### config.mk
export PLATFORM = sky130hd
export DESIGN_NAME = uwire_prom
export DESIGN_NICKNAME = d
export VERILOG_FILES = /design/src/rtl/uwp_pkg.sv /design/src/rtl/uwp_frame.sv /design/src/rtl/uwp_store.sv /design/src/rtl/uwp_rdshift.sv /design/src/rtl/uwire_prom.sv
export SDC_FILE = /design/constraint.sdc
export NUM_CORES = 1
export LEC_CHECK = 0
export CORE_AREA = 2 2 478 290
export CTS_BUF_LIST = sky130_fd_sc_hd__clkbuf_4 sky130_fd_sc_hd__clkbuf_8 sky130_fd_sc_hd__clkbuf_16
export CTS_CLUSTER_DIAMETER = 120
export DETAILED_ROUTE_END_ITERATION = 10
export DIE_AREA = 0 0 480 292
export PLACE_DENSITY = 0.45
export SLEW_MARGIN = 25
export SYNTH_ARGS = -nofsm -noshare
export SYNTH_HDL_FRONTEND = slang
export SYNTH_SLANG_ARGS = --single-unit
### constraint.sdc
create_clock -name sclk -period 3.7 [get_ports sclk]
set_input_delay 0.37 -clock sclk [delete_from_list [all_inputs] [get_ports sclk]]
set_output_delay 0.37 -clock sclk [all_outputs]
set_load 0.005 [all_outputs]
### src/rtl/uwp_pkg.sv
package uwp_pkg;

   typedef enum logic [2:0] {
      ST_IDLE,
      ST_OPC,
      ST_ADR,
      ST_WDAT,
      ST_READ,
      ST_DONE
   } uwp_state_e;

   localparam logic [1:0] OP_MISC  = 2'b00;
   localparam logic [1:0] OP_WRITE = 2'b01;
   localparam logic [1:0] OP_READ  = 2'b10;
   localparam logic [1:0] OP_ERASE = 2'b11;

   localparam logic [1:0] MISC_LOCK   = 2'b00;
   localparam logic [1:0] MISC_UNLOCK = 2'b11;

   localparam int ORG_PIN    = 0;
   localparam int ORG_WIDE   = 1;
   localparam int ORG_NARROW = 2;

endpackage

### src/rtl/uwp_frame.sv
module uwp_frame
   import uwp_pkg::*;
#(
   parameter int WORD_W = 16,
   parameter int ADDR_W = 6
) (
   input  logic              clk,
   input  logic              rst_n,
   input  logic              cs,
   input  logic              di,
   input  logic              wide,
   output logic              rd_go,
   output logic              wr_go,
   output logic [ADDR_W:0]   cmd_addr,
   output logic [WORD_W-1:0] wr_data,
   output logic              wen,
   output logic              in_read
);

   localparam int AW_MAX = ADDR_W + 1;
   localparam int HALF   = WORD_W / 2;
   localparam int CMAX   = (WORD_W > AW_MAX) ? WORD_W : AW_MAX;
   localparam int CNT_W  = $clog2(CMAX + 1);

   uwp_state_e        st;
   logic [CNT_W-1:0]  cnt;
   logic [1:0]        opc;
   logic [AW_MAX-1:0] adr_q;
   logic [WORD_W-1:0] dat_q;
   logic              wen_q;

   logic [CNT_W-1:0]  aw_n;
   logic [CNT_W-1:0]  dw_n;
   logic [AW_MAX-1:0] adr_full;
   logic [WORD_W-1:0] dat_full;
   logic [1:0]        top2;
   logic              adr_last;
   logic              dat_last;
   logic              misc_hit;
   logic              ewen_hit;
   logic              ewds_hit;

   always_comb begin
      aw_n     = wide ? CNT_W'(ADDR_W) : CNT_W'(AW_MAX);
      dw_n     = wide ? CNT_W'(WORD_W) : CNT_W'(HALF);
      adr_full = {adr_q[AW_MAX-2:0], di};
      dat_full = {dat_q[WORD_W-2:0], di};
      top2     = wide ? adr_full[ADDR_W-1 -: 2] : adr_full[AW_MAX-1 -: 2];
      adr_last = (st == ST_ADR) && (cnt == aw_n - CNT_W'(1));
      dat_last = (st == ST_WDAT) && (cnt == dw_n - CNT_W'(1));
      misc_hit = cs && adr_last && (opc == OP_MISC);
      ewen_hit = misc_hit && (top2 == MISC_UNLOCK);
      ewds_hit = misc_hit && (top2 == MISC_LOCK);
   end

   assign rd_go    = cs && adr_last && (opc == OP_READ);
   assign wr_go    = cs && dat_last && wen_q;
   assign cmd_addr = (st == ST_WDAT) ? adr_q : adr_full;
   assign wr_data  = dat_full;
   assign wen      = wen_q;
   assign in_read  = (st == ST_READ);

   always_ff @(posedge clk or negedge rst_n) begin
      if (!rst_n) begin
         st    <= ST_IDLE;
         cnt   <= '0;
         opc   <= '0;
         adr_q <= '0;
         dat_q <= '0;
         wen_q <= 1'b0;
      end else begin
         if (ewen_hit) begin
            wen_q <= 1'b1;
         end else if (ewds_hit) begin
            wen_q <= 1'b0;
         end
         if (!cs) begin
            st  <= ST_IDLE;
            cnt <= '0;
         end else begin
            case (st)
               ST_IDLE: begin
                  if (di) begin
                     st    <= ST_OPC;
                     cnt   <= '0;
                     adr_q <= '0;
                     dat_q <= '0;
                  end
               end
               ST_OPC: begin
                  opc <= {opc[0], di};
                  if (cnt == CNT_W'(1)) begin
                     st  <= ST_ADR;
                     cnt <= '0;
                  end else begin
                     cnt <= cnt + CNT_W'(1);
                  end
               end
               ST_ADR: begin
                  adr_q <= adr_full;
                  if (adr_last) begin
                     cnt <= '0;
                     case (opc)
                        OP_READ:  st <= ST_READ;
                        OP_WRITE: st <= ST_WDAT;
                        default:  st <= ST_DONE;
                     endcase
                  end else begin
                     cnt <= cnt + CNT_W'(1);
                  end
               end
               ST_WDAT: begin
                  dat_q <= dat_full;
                  if (dat_last) begin
                     st <= ST_DONE;
                  end else begin
                     cnt <= cnt + CNT_W'(1);
                  end
               end
               default: ;
            endcase
         end
      end
   end

   AST_WEN_OPEN_BY_CMD: assert property (@(posedge clk) disable iff (!rst_n)
      $rose(wen_q) |-> $past(ewen_hit));

   AST_WEN_CLOSE_BY_CMD: assert property (@(posedge clk) disable iff (!rst_n)
      $fell(wen_q) |-> $past(ewds_hit));

endmodule

### src/rtl/uwp_store.sv
module uwp_store #(
   parameter int WORD_W = 16,
   parameter int ADDR_W = 6
) (
   input  logic              clk,
   input  logic              wide,
   input  logic [ADDR_W:0]   rd_addr,
   output logic [WORD_W-1:0] rd_word,
   input  logic              we,
   input  logic [ADDR_W:0]   wr_addr,
   input  logic [WORD_W-1:0] wr_data
);

   localparam int AW_MAX = ADDR_W + 1;
   localparam int HALF   = WORD_W / 2;
   localparam int WORDS  = 1 << ADDR_W;

   logic [WORD_W-1:0] bank [WORDS];
   logic [ADDR_W-1:0] widx;
   logic [ADDR_W-1:0] ridx;
   logic [WORD_W-1:0] rsel;

   assign widx = wide ? wr_addr[ADDR_W-1:0] : wr_addr[AW_MAX-1:1];
   assign ridx = wide ? rd_addr[ADDR_W-1:0] : rd_addr[AW_MAX-1:1];

   for (genvar g = 0; g < WORDS; g++) begin : g_word
      logic [WORD_W-1:0] q;
      always_ff @(posedge clk) begin
         if (we && (widx == ADDR_W'(g))) begin
            if (wide) begin
               q <= wr_data;
            end else if (wr_addr[0]) begin
               q[WORD_W-1:HALF] <= wr_data[HALF-1:0];
            end else begin
               q[HALF-1:0] <= wr_data[HALF-1:0];
            end
         end
      end
      assign bank[g] = q;
   end

   always_comb begin
      rsel = bank[ridx];
      if (wide) begin
         rd_word = rsel;
      end else if (rd_addr[0]) begin
         rd_word = {rsel[WORD_W-1:HALF], {HALF{1'b0}}};
      end else begin
         rd_word = {rsel[HALF-1:0], {HALF{1'b0}}};
      end
   end

endmodule

### src/rtl/uwp_rdshift.sv
module uwp_rdshift #(
   parameter int WORD_W = 16,
   parameter int ADDR_W = 6
) (
   input  logic              clk,
   input  logic              rst_n,
   input  logic              cs,
   input  logic              wide,
   input  logic              load,
   input  logic [ADDR_W:0]   load_addr,
   output logic [ADDR_W:0]   rd_addr,
   input  logic [WORD_W-1:0] rd_word,
   output logic              sdo,
   output logic              sdo_oe
);

   localparam int AW_MAX = ADDR_W + 1;
   localparam int HALF   = WORD_W / 2;
   localparam int CNT_W  = $clog2(WORD_W + 1);

   logic [AW_MAX-1:0] ptr;
   logic [WORD_W-1:0] sh;
   logic [CNT_W-1:0]  left;
   logic              dq;
   logic              act;
   logic [AW_MAX-1:0] amask;
   logic [CNT_W-1:0]  dw_n;

   assign amask   = wide ? {1'b0, {ADDR_W{1'b1}}} : {AW_MAX{1'b1}};
   assign dw_n    = wide ? CNT_W'(WORD_W) : CNT_W'(HALF);
   assign rd_addr = load ? load_addr : ptr;
   assign sdo     = dq;
   assign sdo_oe  = cs && act;

   always_ff @(posedge clk or negedge rst_n) begin
      if (!rst_n) begin
         ptr  <= '0;
         sh   <= '0;
         left <= '0;
         dq   <= 1'b0;
         act  <= 1'b0;
      end else if (!cs) begin
         act <= 1'b0;
      end else if (load) begin
         sh   <= rd_word;
         ptr  <= (load_addr + AW_MAX'(1)) & amask;
         dq   <= 1'b0;
         left <= dw_n;
         act  <= 1'b1;
      end else if (act) begin
         if (left == '0) begin
            dq   <= rd_word[WORD_W-1];
            sh   <= rd_word << 1;
            ptr  <= (ptr + AW_MAX'(1)) & amask;
            left <= dw_n - CNT_W'(1);
         end else begin
            dq   <= sh[WORD_W-1];
            sh   <= sh << 1;
            left <= left - CNT_W'(1);
         end
      end
   end

   AST_LEAD_BIT_ZERO: assert property (@(posedge clk) disable iff (!rst_n)
      $rose(act) |-> !dq);

   AST_BIT_COUNT_RANGE: assert property (@(posedge clk) disable iff (!rst_n)
      act |-> (left <= dw_n));

endmodule

### src/rtl/uwire_prom.sv
module uwire_prom
   import uwp_pkg::*;
#(
   parameter int WORD_W   = 16,
   parameter int ADDR_W   = 6,
   parameter int ORG_MODE = ORG_PIN
) (
   input  logic rst_n,
   input  logic sclk,
   input  logic cs,
   input  logic di,
   input  logic org,
   output logic sdo,
   output logic sdo_oe
);

   localparam int AW_MAX = ADDR_W + 1;

   if (WORD_W < 4 || (WORD_W % 2) != 0) begin : g_bad_word
      $error("WORD_W must be even and at least 4");
   end
   if (ADDR_W < 2) begin : g_bad_addr
      $error("ADDR_W must be at least 2");
   end
   if (ORG_MODE < ORG_PIN || ORG_MODE > ORG_NARROW) begin : g_bad_org
      $error("ORG_MODE out of range");
   end

   logic wide;
   if (ORG_MODE == ORG_WIDE) begin : g_org_wide
      assign wide = 1'b1;
   end else if (ORG_MODE == ORG_NARROW) begin : g_org_narrow
      assign wide = 1'b0;
   end else begin : g_org_pin
      assign wide = org;
   end

   logic              rd_go;
   logic              wr_go;
   logic [AW_MAX-1:0] cmd_addr;
   logic [WORD_W-1:0] wr_data;
   logic              wen;
   logic              in_read;
   logic [AW_MAX-1:0] rd_addr;
   logic [WORD_W-1:0] rd_word;

   uwp_frame #(.WORD_W(WORD_W), .ADDR_W(ADDR_W)) u_frame (
      .clk      (sclk),
      .rst_n    (rst_n),
      .cs       (cs),
      .di       (di),
      .wide     (wide),
      .rd_go    (rd_go),
      .wr_go    (wr_go),
      .cmd_addr (cmd_addr),
      .wr_data  (wr_data),
      .wen      (wen),
      .in_read  (in_read)
   );

   uwp_store #(.WORD_W(WORD_W), .ADDR_W(ADDR_W)) u_store (
      .clk     (sclk),
      .wide    (wide),
      .rd_addr (rd_addr),
      .rd_word (rd_word),
      .we      (wr_go),
      .wr_addr (cmd_addr),
      .wr_data (wr_data)
   );

   uwp_rdshift #(.WORD_W(WORD_W), .ADDR_W(ADDR_W)) u_rdshift (
      .clk       (sclk),
      .rst_n     (rst_n),
      .cs        (cs),
      .wide      (wide),
      .load      (rd_go),
      .load_addr (cmd_addr),
      .rd_addr   (rd_addr),
      .rd_word   (rd_word),
      .sdo       (sdo),
      .sdo_oe    (sdo_oe)
   );

   AST_OE_ONLY_READING: assert property (@(posedge sclk) disable iff (!rst_n)
      sdo_oe |-> in_read);

   AST_WRITE_NEEDS_OPEN: assert property (@(posedge sclk) disable iff (!rst_n)
      wr_go |=> $stable(wen));

endmodule

== After elaboration in Yosys (flattened, before gate mapping) ==
Index checks and enable logic that the tools add are counted.

* Register bits after elaboration: 1087
* Bits of input ports: 5
* Output and inout port bits: 2
* Word-level logic and storage cells: 499

* Add/subtract/negate cells: 6
* Order comparisons: 1
* Equal/unequal tests: 81
* Multiplexer cells: 49
* Bitwise logic cells: 3
* Reductions and logical operators: 220

{| class="wikitable"
|+ Operators with widths
! operator !! number
|-
| 2-bit AND reduction || 130
|-
| 6-bit equality test, second input constant || 32
|-
| 16-bit 2-to-1 mux || 8
|-
| 16-bit binary-select mux with 6-bit select || 1
|-
| 6-bit by 5-bit equality test with 1-bit output, second input constant || 16
|-
| 1-bit logical AND || 74
|-
| 7-bit 2-to-1 mux || 7
|-
| 6-bit by 4-bit equality test with 1-bit output, second input constant || 8
|-
| 5-bit 2-to-1 mux || 9
|-
| 15-bit one-hot mux with 2 select lines || 1
|-
| 6-bit by 3-bit equality test with 1-bit output, second input constant || 4
|-
| 5-bit one-hot mux with 4 select lines || 1
|-
| 8-bit 2-to-1 mux || 2
|-
| 15-bit 2-to-1 mux || 1
|-
| 3-bit 2-to-1 mux || 5
|-
| 5-bit by 1-bit subtractor with 5-bit output, second input constant || 3
|-
| 7-bit by 1-bit adder with 7-bit output, second input constant || 2
|-
| 7-bit bitwise AND || 2
|-
| 7-bit one-hot mux with 2 select lines || 1
|-
| 6-bit by 2-bit equality test with 1-bit output, second input constant || 2
|-
| 6-bit 2-to-1 mux || 2
|-
| 3-bit one-hot mux with 4 select lines || 1
|-
| 3-bit AND reduction || 4
|-
| 2-bit nonzero test || 6
|-
| other kinds (23) || 38
|}

== Longest topological paths before layout ==
Gate-level depths: netlist of the first run.

* Depth in word-level cells: 17
* Depth in mapped cells: 19
* Depth with buffers taken out: 13

== Hierarchy ==
Synthesis of the first run repeated with hierarchy kept, for this count alone.

* Cell total of the unflattened synthesis: 3813
* Area total of the unflattened synthesis: 51918.5 sq um

{| class="wikitable"
|+ By module, submodules not included
! module !! times used !! cells an instance !! area an instance (sq um) !! sequential area each (sq um)
|-
| uwp_store || 1 || 3466 || 48378.9 || 30749.5
|-
| uwp_rdshift || 1 || 200 || 1915.6 || 750.7
|-
| uwp_frame || 1 || 147 || 1624.1 || 825.8
|}

== Worst setup path before layout of the first run ==
Ideal clock, no wire load.

* Path type: input to register
* Start point: input port org
* End point: register u_store.g_word[0].q[8], data pin
* Library setup time: 702 ps
* Data arrival time: 4603 ps
* Required time: 2998 ps
* Path slack: -1605 ps
* Cell stages on the path: 10
* Path buffers: 9
* Cells stage by stage: buf_2 > buf_2 > buf_2 > buf_2 > clkbuf_1 > buf_1 > clkbuf_1 > buf_2 > buf_1 > o21ai_0

* Word-level cells in the longest chain between the ends: 1

{| class="wikitable"
|+ Ends and longest elaborated chain
! element !! RTL line !! RTL
|-
| start: declaration || uwire_prom.sv:12 || <nowiki>input logic org,</nowiki>
|-
| 16-bit 2-to-1 mux || uwp_store.sv:30 || <nowiki>if (wide) begin</nowiki>
|-
| end signal: assignment || uwp_store.sv:31 || <nowiki>q <= wr_data;</nowiki>
|-
| end signal: indexed assignment || uwp_store.sv:33 || <nowiki>q[WORD_W-1:HALF] <= wr_data[HALF-1:0];</nowiki>
|-
| end signal: indexed assignment || uwp_store.sv:35 || <nowiki>q[HALF-1:0] <= wr_data[HALF-1:0];</nowiki>
|-
| end: declaration || uwp_store.sv:27 || <nowiki>logic [WORD_W-1:0] q;</nowiki>
|}

Every way passes these cells.
A chain may end at the register's enable or synchronous reset.

== Worst setup path after layout of the first run ==
* Start point: register u_frame.cnt[0]
* End point: register u_rdshift.sh[12]

* Word-level cells in the longest chain between the ends: 15
* Elaborated cells between the ends (all ways): 17
* Those cells by class: eq/ne: 1; mux: 10; bitwise: 1; reduce/logical: 5

{| class="wikitable"
|+ Ends and longest elaborated chain
! element !! RTL line !! RTL
|-
| start: declaration || uwp_frame.sv:26 || <nowiki>logic [CNT_W-1:0] cnt;</nowiki>
|-
| start signal: assignment || uwp_frame.sv:96 || <nowiki>cnt <= cnt + CNT_W'(1);</nowiki>
|-
| start signal: assignment || uwp_frame.sv:109 || <nowiki>cnt <= cnt + CNT_W'(1);</nowiki>
|-
| start signal: assignment || uwp_frame.sv:117 || <nowiki>cnt <= cnt + CNT_W'(1);</nowiki>
|-
| 5-bit equality test * || uwp_frame.sv:49 || <nowiki>adr_last = (st == ST_ADR) && (cnt == aw_n - CNT_W'(1));</nowiki>
|-
| 1-bit logical AND * || uwp_frame.sv:49 ||
|-
| 1-bit logical AND * (2 in a row) || uwp_frame.sv:56 || <nowiki>assign rd_go = cs && adr_last && (opc == OP_READ);</nowiki>
|-
| 7-bit 2-to-1 mux || uwp_rdshift.sv:31 || <nowiki>assign rd_addr = load ? load_addr : ptr;</nowiki>
|-
| 6-bit 2-to-1 mux || uwp_store.sv:24 || <nowiki>assign ridx = wide ? rd_addr[ADDR_W-1:0] : rd_addr[AW_MAX-1:1];</nowiki>
|-
| 6-bit inverter with 7-bit output (implied by the code) || uwp_store.sv:43 || <nowiki>rsel = bank[ridx];</nowiki>
|-
| 16-bit binary-select mux with 6-bit select || uwp_store.sv:43 ||
|-
| 16-bit 2-to-1 mux (implied by the code) (2 in a row) || uwp_store.sv:43 ||
|-
| 16-bit 2-to-1 mux || uwp_store.sv:46 || <nowiki>end else if (rd_addr[0]) begin</nowiki>
|-
| 16-bit 2-to-1 mux || uwp_store.sv:44 || <nowiki>if (wide) begin</nowiki>
|-
| 16-bit 2-to-1 mux || uwp_rdshift.sv:51 || <nowiki>if (left == '0) begin</nowiki>
|-
| 16-bit 2-to-1 mux || uwp_rdshift.sv:50 || <nowiki>end else if (act) begin</nowiki>
|-
| 16-bit 2-to-1 mux || uwp_rdshift.sv:44 || <nowiki>end else if (load) begin</nowiki>
|-
| end signal: assignment || uwp_rdshift.sv:45 || <nowiki>sh <= rd_word;</nowiki>
|-
| end signal: assignment || uwp_rdshift.sv:53 || <nowiki>sh <= rd_word << 1;</nowiki>
|-
| end signal: assignment || uwp_rdshift.sv:58 || <nowiki>sh <= sh << 1;</nowiki>
|-
| end: declaration || uwp_rdshift.sv:22 || <nowiki>logic [WORD_W-1:0] sh;</nowiki>
|}

Every way passes the cells marked *; elsewhere a longest branch is shown, timed or not. The select of a mux whose other input is x is not followed.

==> impl_metrics.yaml, run 1 <==
run:
  cap_violations: 0
layout:
  fill_cells: 12000
  layout-drive-gt1-share: 0.342
  regArea_um2: 32300
  area_delta_synth_final_pct: 31.1
  multi_input_comb_area_um2: 15100
  nets: 4165
  post-route-cell-area_um2: 62000
logic_synthesis:
  avgSynthCellArea_um2: 14.0
  synth_warnings: 0
  async_flop_share: 0.0580
  synth-edff-count: 1024
  synth_top_cell_by_area: "edfxtp_1"
  synth_seq_cells: 1087
  yosysSeqAreaShare: 0.684
  yosys_most_used_dff: "edfxtp_1"
  ys_top_cells_by_area: "edfxtp_1 (65%), o221ai_1 (3.7%), dfrtp_1 (3.3%)"
  synth_top_cell_area_share: 0.650
  synth_fp_nets: 3389
  synthesis.area_um2: 47300
  postSynthCellCount: 3380
  synth_cell_types: 108
clock_tree:
  cts_root_buf: "clkbuf_16"
  numCtsBuffers: 104
  clk_pin_slew_ps: 70
  cts_tree: "done"
  clock_latency_ps: 760
  htree_levels: 3
  clock-sinks: 1087
  clock_path_buffers: 3
global_routing:
  grt_max_degree: 67
  grt-ovfl-total: 0
  grt_pass1_vias: 35200
  grtUsageTotal: 0.291
  antenna_found_initial: 10
  grt_pass1_wl_um: 286000
route:
  first_iter_violations: 5693
  first_pass_iters: 7
  ant_nets: 0
  drc: 0
  wire_per_inst_um: 34.5
  routed_wl_um: 209000
  vias_per_cell: 6.20
  vias: 37600
outcome:
  status: "finished with violations"
  violations: "negative setup slack"
sta:
  fin_worst_skew_ps: 36.0
  fmax_mhz: 248
  worstMarginPinSlew_ps: 1190
  hold_slack_ps: 167
  min_period_ps: 4040
  setup_viol: 17
  fin_ws_ps: -338
  report.final.slew_viol_count: 0
  relSlewSlack: 0.206
  post-route-period-util: 1.09
  finalHoldViolations: 0
  rsz0062_at_grt: "yes"
floorplanning:
  coreArea_um2: 136000
  start_util: 0.348
  rows: 105
  die_width_um: 480
  num_io_pins: 7
  die-area_um2: 140000
  die_y_um: 292
power:
  power_density_nw_per_um2: 429
  power_w: 0.0266
  p_leak_nw: 21.5
  peakVddDrop_v: 0.000375
placed_design:
  gp_congestion: 0.949
  portBuffers: 6
  placed_area_um2: 55600
  dp_hpwl_um: 146000
setup_path:
  cp-end-kind: "flop"
  arrival_ps: 4700
  required_ps: 4360
  worst-r2r-setup-slack_ps: -340
  timing_worst_setup_path_type: "reg -> reg"
  worst_path_max_delay_cell: "or4_4"
  slowest_delay_ps: 580
  startpoint_type: "flop"
  cp_max_fo: 21
  cp_common_cell: "buf_12"
  crit_chain: "and3b_2, o2111a_2, buf_12, mux2i_4, buf_4, buf_12, a21oi_4, buf_12, buf_6, o22ai_1, nor3_2, nor2_2, or4_4, nand4_1, o2111ai_1, a21oi_2"
hold_path:
  hp-class: "in -> reg"
## power breakdown
part           switching [W]  internal (W)
clock                0.00492       0.00598
combinational        0.00134      0.000756
sequential         0.0000683        0.0135
total                0.00633        0.0202
## placed cells by master (no fill, tap or decap), types with 21 or more instances in the layout
master,synthesis,layout
buf_6,17,56
o21ai_1,15,21
clkinv_1,0,22
buf_4,19,756
o221ai_1,201,186
o211ai_1,21,21
nor3_1,69,55
clkbuf_4,0,21
clkbuf_16,0,111
o22ai_1,240,214
o21ai_0,93,70
a21oi_1,101,85
a22o_1,31,29
buf_12,0,91
inv_1,23,23
nand2_1,293,288
edfxtp_1,1024,1024
nor2_1,254,241
mux2i_1,52,45
dfrtp_1,63,55
mux4_2,44,46
nand3_1,100,95
## stage by stage
stage / setup TNS (ps) / worst slack, ps / cells / util
6_report: -3550 / -338 / 6070 / 0.456
5_1_grt: -5160 / -405 / 6060 / 0.456
4_1_cts: -2580 / -202 / 6026 / 0.447
3_5_place_dp: -15400 / -1220 / 5764 / 0.409
3_3_place_gp: -15330 / -1230 / 5764 / 0.409
2_1_floorplan: 0 / 177 / 3380 / -
## state kept, by name, summed over array words and instances (netlist names)
register          flops
u_store.g_word.q   1024
u_rdshift.sh         16
u_frame.dat_q        15
u_frame.adr_q         7
u_rdshift.ptr         7
u_frame.cnt           5
u_rdshift.left        5
u_frame.st            3
u_frame.opc           2
u_frame.wen           1
u_rdshift.act         1
u_rdshift.sdo         1
## cell usage after synthesis (22+ instances only)
| library cell | count |
|---|---|
| nor4_1 | 27 |
| nor2_1 | 254 |
| o21ai_0 | 93 |
| a22o_1 | 31 |
| clkbuf_1 | 86 |
| nand3_1 | 100 |
| o221ai_1 | 201 |
| a22oi_1 | 22 |
| a211oi_1 | 37 |
| o22ai_1 | 240 |
| a221oi_1 | 23 |
| inv_1 | 23 |
| mux4_2 | 44 |
| edfxtp_1 | 1024 |
| mux2_2 | 25 |
| dfrtp_1 | 63 |
| nor3_1 | 69 |
| a21oi_1 | 101 |
| buf_2 | 124 |
| nand2_1 | 293 |
| mux2i_1 | 52 |
## per-layer routing
metal  share of wire  track usage
met4           0.025       0.0723
met1            0.45        0.451
met3            0.15        0.125
met5        0.000033            0
met2            0.37        0.363
## timing repair
action,in CTS,in global routing
endpoints found under the hold margin,63,0
setup buffers,68,38
hold buffers,1,0
pin swaps,60,77
setup endpoints to repair,17,17
cloned,9,2
gates resized for setup,189,197
## path summary, 6_finish.rpt
| path | start | to | cells past startpoint |
|---|---|---|---|
| setup / recovery | u_frame.cnt[0] | u_rdshift.sh[12] | 16 |
| hold / removal | di | u_frame.dat_q[0] | 3 |
| setup reg to reg | u_frame.cnt[0] | u_rdshift.sh[12] | 16 |
| hold reg to reg | u_rdshift.sh[0] | u_rdshift.sh[0] | 2 |
| max in group asynchronous | rst_n | u_rdshift.sh[6] | 3 |
| min in group asynchronous | rst_n | u_frame.cnt[1] | 2 |
## cells by family after synthesis
family / synth area share
AOI/OAI and AO/OA: 0.153
xor gates and xnor gates: 0.00185
adders and majority gates: 0.00106
buffers and inverters: 0.0307
DFF: 0.684
muxes: 0.0447
and+or+nand+nor: 0.0845
## worst max-delay path: cells and delay by family, from the launching register on
kind / cells / cell delay, ps
AND/OR/NAND/NOR: 5 / 1390
AO/OA/AOI/OAI: 5 / 1060
flip-flops: 1 / 440
multiplexers: 1 / 180
buffers and inverters: 5 / 830
## cell type report
cell class	instances	share of cell area
clock inverters	61	0.00868
diodes	11	0.000444
inverters	25	0.00176
multi-input cells	2006	0.244
well taps	1819	0.0367
clock buffers	129	0.0462
repair buffers	932	0.140
flip-flops and latches	1087	0.522
Power figures use the tool's default switching activity.
==> run 2, diff against run 1 <==
--- a/config.mk
+++ b/config.mk
@@ -10,8 +10,8 @@
 export CTS_CLUSTER_DIAMETER = 120
 export DETAILED_ROUTE_END_ITERATION = 10
 export DIE_AREA = 0 0 480 292
-export PLACE_DENSITY = 0.45
-export SLEW_MARGIN = 25
+export PLACE_DENSITY = 0.47
+export SLEW_MARGIN = 40
 export SYNTH_ARGS = -nofsm -noshare
 export SYNTH_HDL_FRONTEND = slang
 export SYNTH_SLANG_ARGS = --single-unit
==> constraint.sdc (replaced) <==
create_clock -name sclk -period 3.5 [get_ports sclk]
set_input_delay 0.35 -clock sclk [delete_from_list [all_inputs] [get_ports sclk]]
set_output_delay 0.35 -clock sclk [all_outputs]
set_load 0.005 [all_outputs]
==> run 2 against run 1 <==
The run still ends with negative setup slack left; first-iteration DRC count grew 19%; cell count rose by 1.4%; die area is the same; worst setup slack got worse by 140 ps; critical path type unchanged; highest routed layer unchanged.
==> impl_metrics.yaml, run 2 (synthesis results as in run 1) <==
global_routing:
  grtUsageTotal: 0.298
  grt-ovfl-total: 0
  grt_pass1_vias: 34900
  grt_pass1_wl_um: 292000
  grt_max_degree: 67
  antenna_found_initial: 13
route:
  drc: 0
  first_iter_violations: 6788
  vias: 38400
  wire_per_inst_um: 34.9
  routed_wl_um: 215000
  first_pass_iters: 5
  vias_per_cell: 6.24
  ant_nets: 0
floorplanning:
  coreArea_um2: 136000
  die_width_um: 480
  die_y_um: 292
  start_util: 0.348
  num_io_pins: 7
  rows: 105
  die-area_um2: 140000
setup_path:
  slowest_delay_ps: 590
  worst-path-buf-inv: 6
  timing_worst_setup_path_type: "reg -> reg"
  worst_path_max_delay_cell: "mux4_2"
  startpoint_type: "flop"
  path_delay_family: "buffers and inverters"
  cp_max_fo: 6
  required_ps: 4110
  crit_chain: "buf_6, and3b_2, buf_6, mux2_4, mux4_2, buf_6, buf_6, nor3_4, o31ai_4, a211oi_2, buf_4, a31oi_4, nand4_1, buf_6, o221ai_4, a21oi_2, a21oi_1"
  cp_common_cell: "buf_6"
  arrival_ps: 4590
  cp-end-kind: "flop"
layout:
  layout-drive-gt1-share: 0.360
  largest_reg_flops: 1024
  layout_commonest_cell: "edfxtp_1"
  nets: 4257
  regArea_um2: 32300
  fill_cells: 12100
  regMostFlops: "u_store.g_word.q"
  reg_top3: "u_store.g_word.q: 1024 flops, u_rdshift.sh: 16 flops, u_frame.dat_q: 15 flops"
  mostFrequentLayoutCells: "edfxtp_1 (1,024), buf_4 (783), nand2_1 (281), nor2_1 (236), o22ai_1 (218)"
  area_delta_synth_final_pct: 33.9
  multi_input_comb_area_um2: 15300
clock_tree:
  htree_levels: 3
  clock-sinks: 1087
  cts_tree: "done"
  clk_pin_slew_ps: 70
  clock_latency_ps: 740
  clock_path_buffers: 3
  cts_root_buf: "clkbuf_16"
  numCtsBuffers: 103
sta:
  relSlewSlack: 0.418
  rsz0062_at_grt: "yes"
  report.final.slew_viol_count: 0
  post-route-period-util: 1.14
  fin_worst_skew_ps: 35.3
  hold_slack_ps: 56.2
  worstMarginPinSlew_ps: 872
  fmax_mhz: 251
  fin_ws_ps: -480
  finalHoldViolations: 0
  setup_viol: 17
  min_period_ps: 3980
power:
  power_density_nw_per_um2: 447
  peakVddDrop_v: 0.000376
  p_leak_nw: 22.1
  power_w: 0.0283
outcome:
  violations: "negative setup slack"
  status: "finished with violations"
run:
  cap_violations: 0
placed_design:
  portBuffers: 6
  gp_congestion: 0.972
  pre_cts_slack_ps: -1370
  dp_hpwl_um: 149000
hold_path:
  hp-class: "in -> reg"
[run 2: power by group]
group          internal, W  leakage, nW  switching, W
Clock              0.00647         1.70       0.00520
Sequential          0.0143         10.2     0.0000666
Combinational     0.000855         10.2       0.00144
Total               0.0216         22.1       0.00671
[run 2: cell type report]
class | instances | area share
Sequential cell | 1087 | 0.511
Multi-Input combinational cell | 2007 | 0.242
Timing Repair Buffer | 1024 | 0.156
Clock buffer | 122 | 0.0437
Tap cell | 1819 | 0.0360
Clock inverter | 69 | 0.0104
Inverter | 25 | 0.00178
Antenna cell | 1 | 0.0000395
[run 2: worst reg2reg max path: cells and delay by family (launching register included)]
family / cells / cell delay, ps
flip-flops: 1 / 410
buffers and inverters: 6 / 960
multiplexers: 2 / 880
AND/OR/NAND/NOR: 3 / 830
AO/OA/AOI/OAI: 6 / 820
[run 2: metrics by stage]
stage	area, um^2	instances	setup TNS, ps	util
after floorplan	47300	3380	-211	-
after global placement	56000	5817	-25650	0.412
after detailed placement	56100	5817	-20270	0.413
after CTS	62000	6110	-5490	0.457
after global routing	63300	6153	-7340	0.466
final	63300	6154	-6400	0.466
[run 2: final timing paths]
kind	from	endpoint	slack (ps)	cells after the start
max	u_frame.st[2]	u_rdshift.sh[13]	-480	17
min	di	u_store.g_word[11].q[0]	60	2
max reg2reg	u_frame.st[2]	u_rdshift.sh[13]	-480	17
min reg2reg	u_rdshift.sh[0]	u_rdshift.sh[0]	520	2
max in group asynchronous	rst_n	u_rdshift.ptr[4]	2390	3
min in group asynchronous	rst_n	u_frame.wen	200	2
[run 2: what timing repair did]
| action | CTS | global route |
|---|---|---|
| endpoints found under the setup margin | 17 | 17 |
| hold endpoints to repair | 24 | 0 |
| buffers inserted | 93 | 43 |
| pin swaps | 81 | 69 |
| hold buffers | 1 | 0 |
| gates cloned | 11 | 4 |
| gates resized for setup | 316 | 171 |
[run 2: per-layer routing]
layer / part of all wire / up-vias / routed length, um / track usage
met5: 0.00028 / - / 61 / 0
met3: 0.16 / 235 / 34400 / 0.115
li1: - / 15500 / - / -
met4: 0.018 / 10 / 3860 / 0.0574
met2: 0.37 / 2803 / 78800 / 0.362
met1: 0.45 / 19800 / 97600 / 0.484
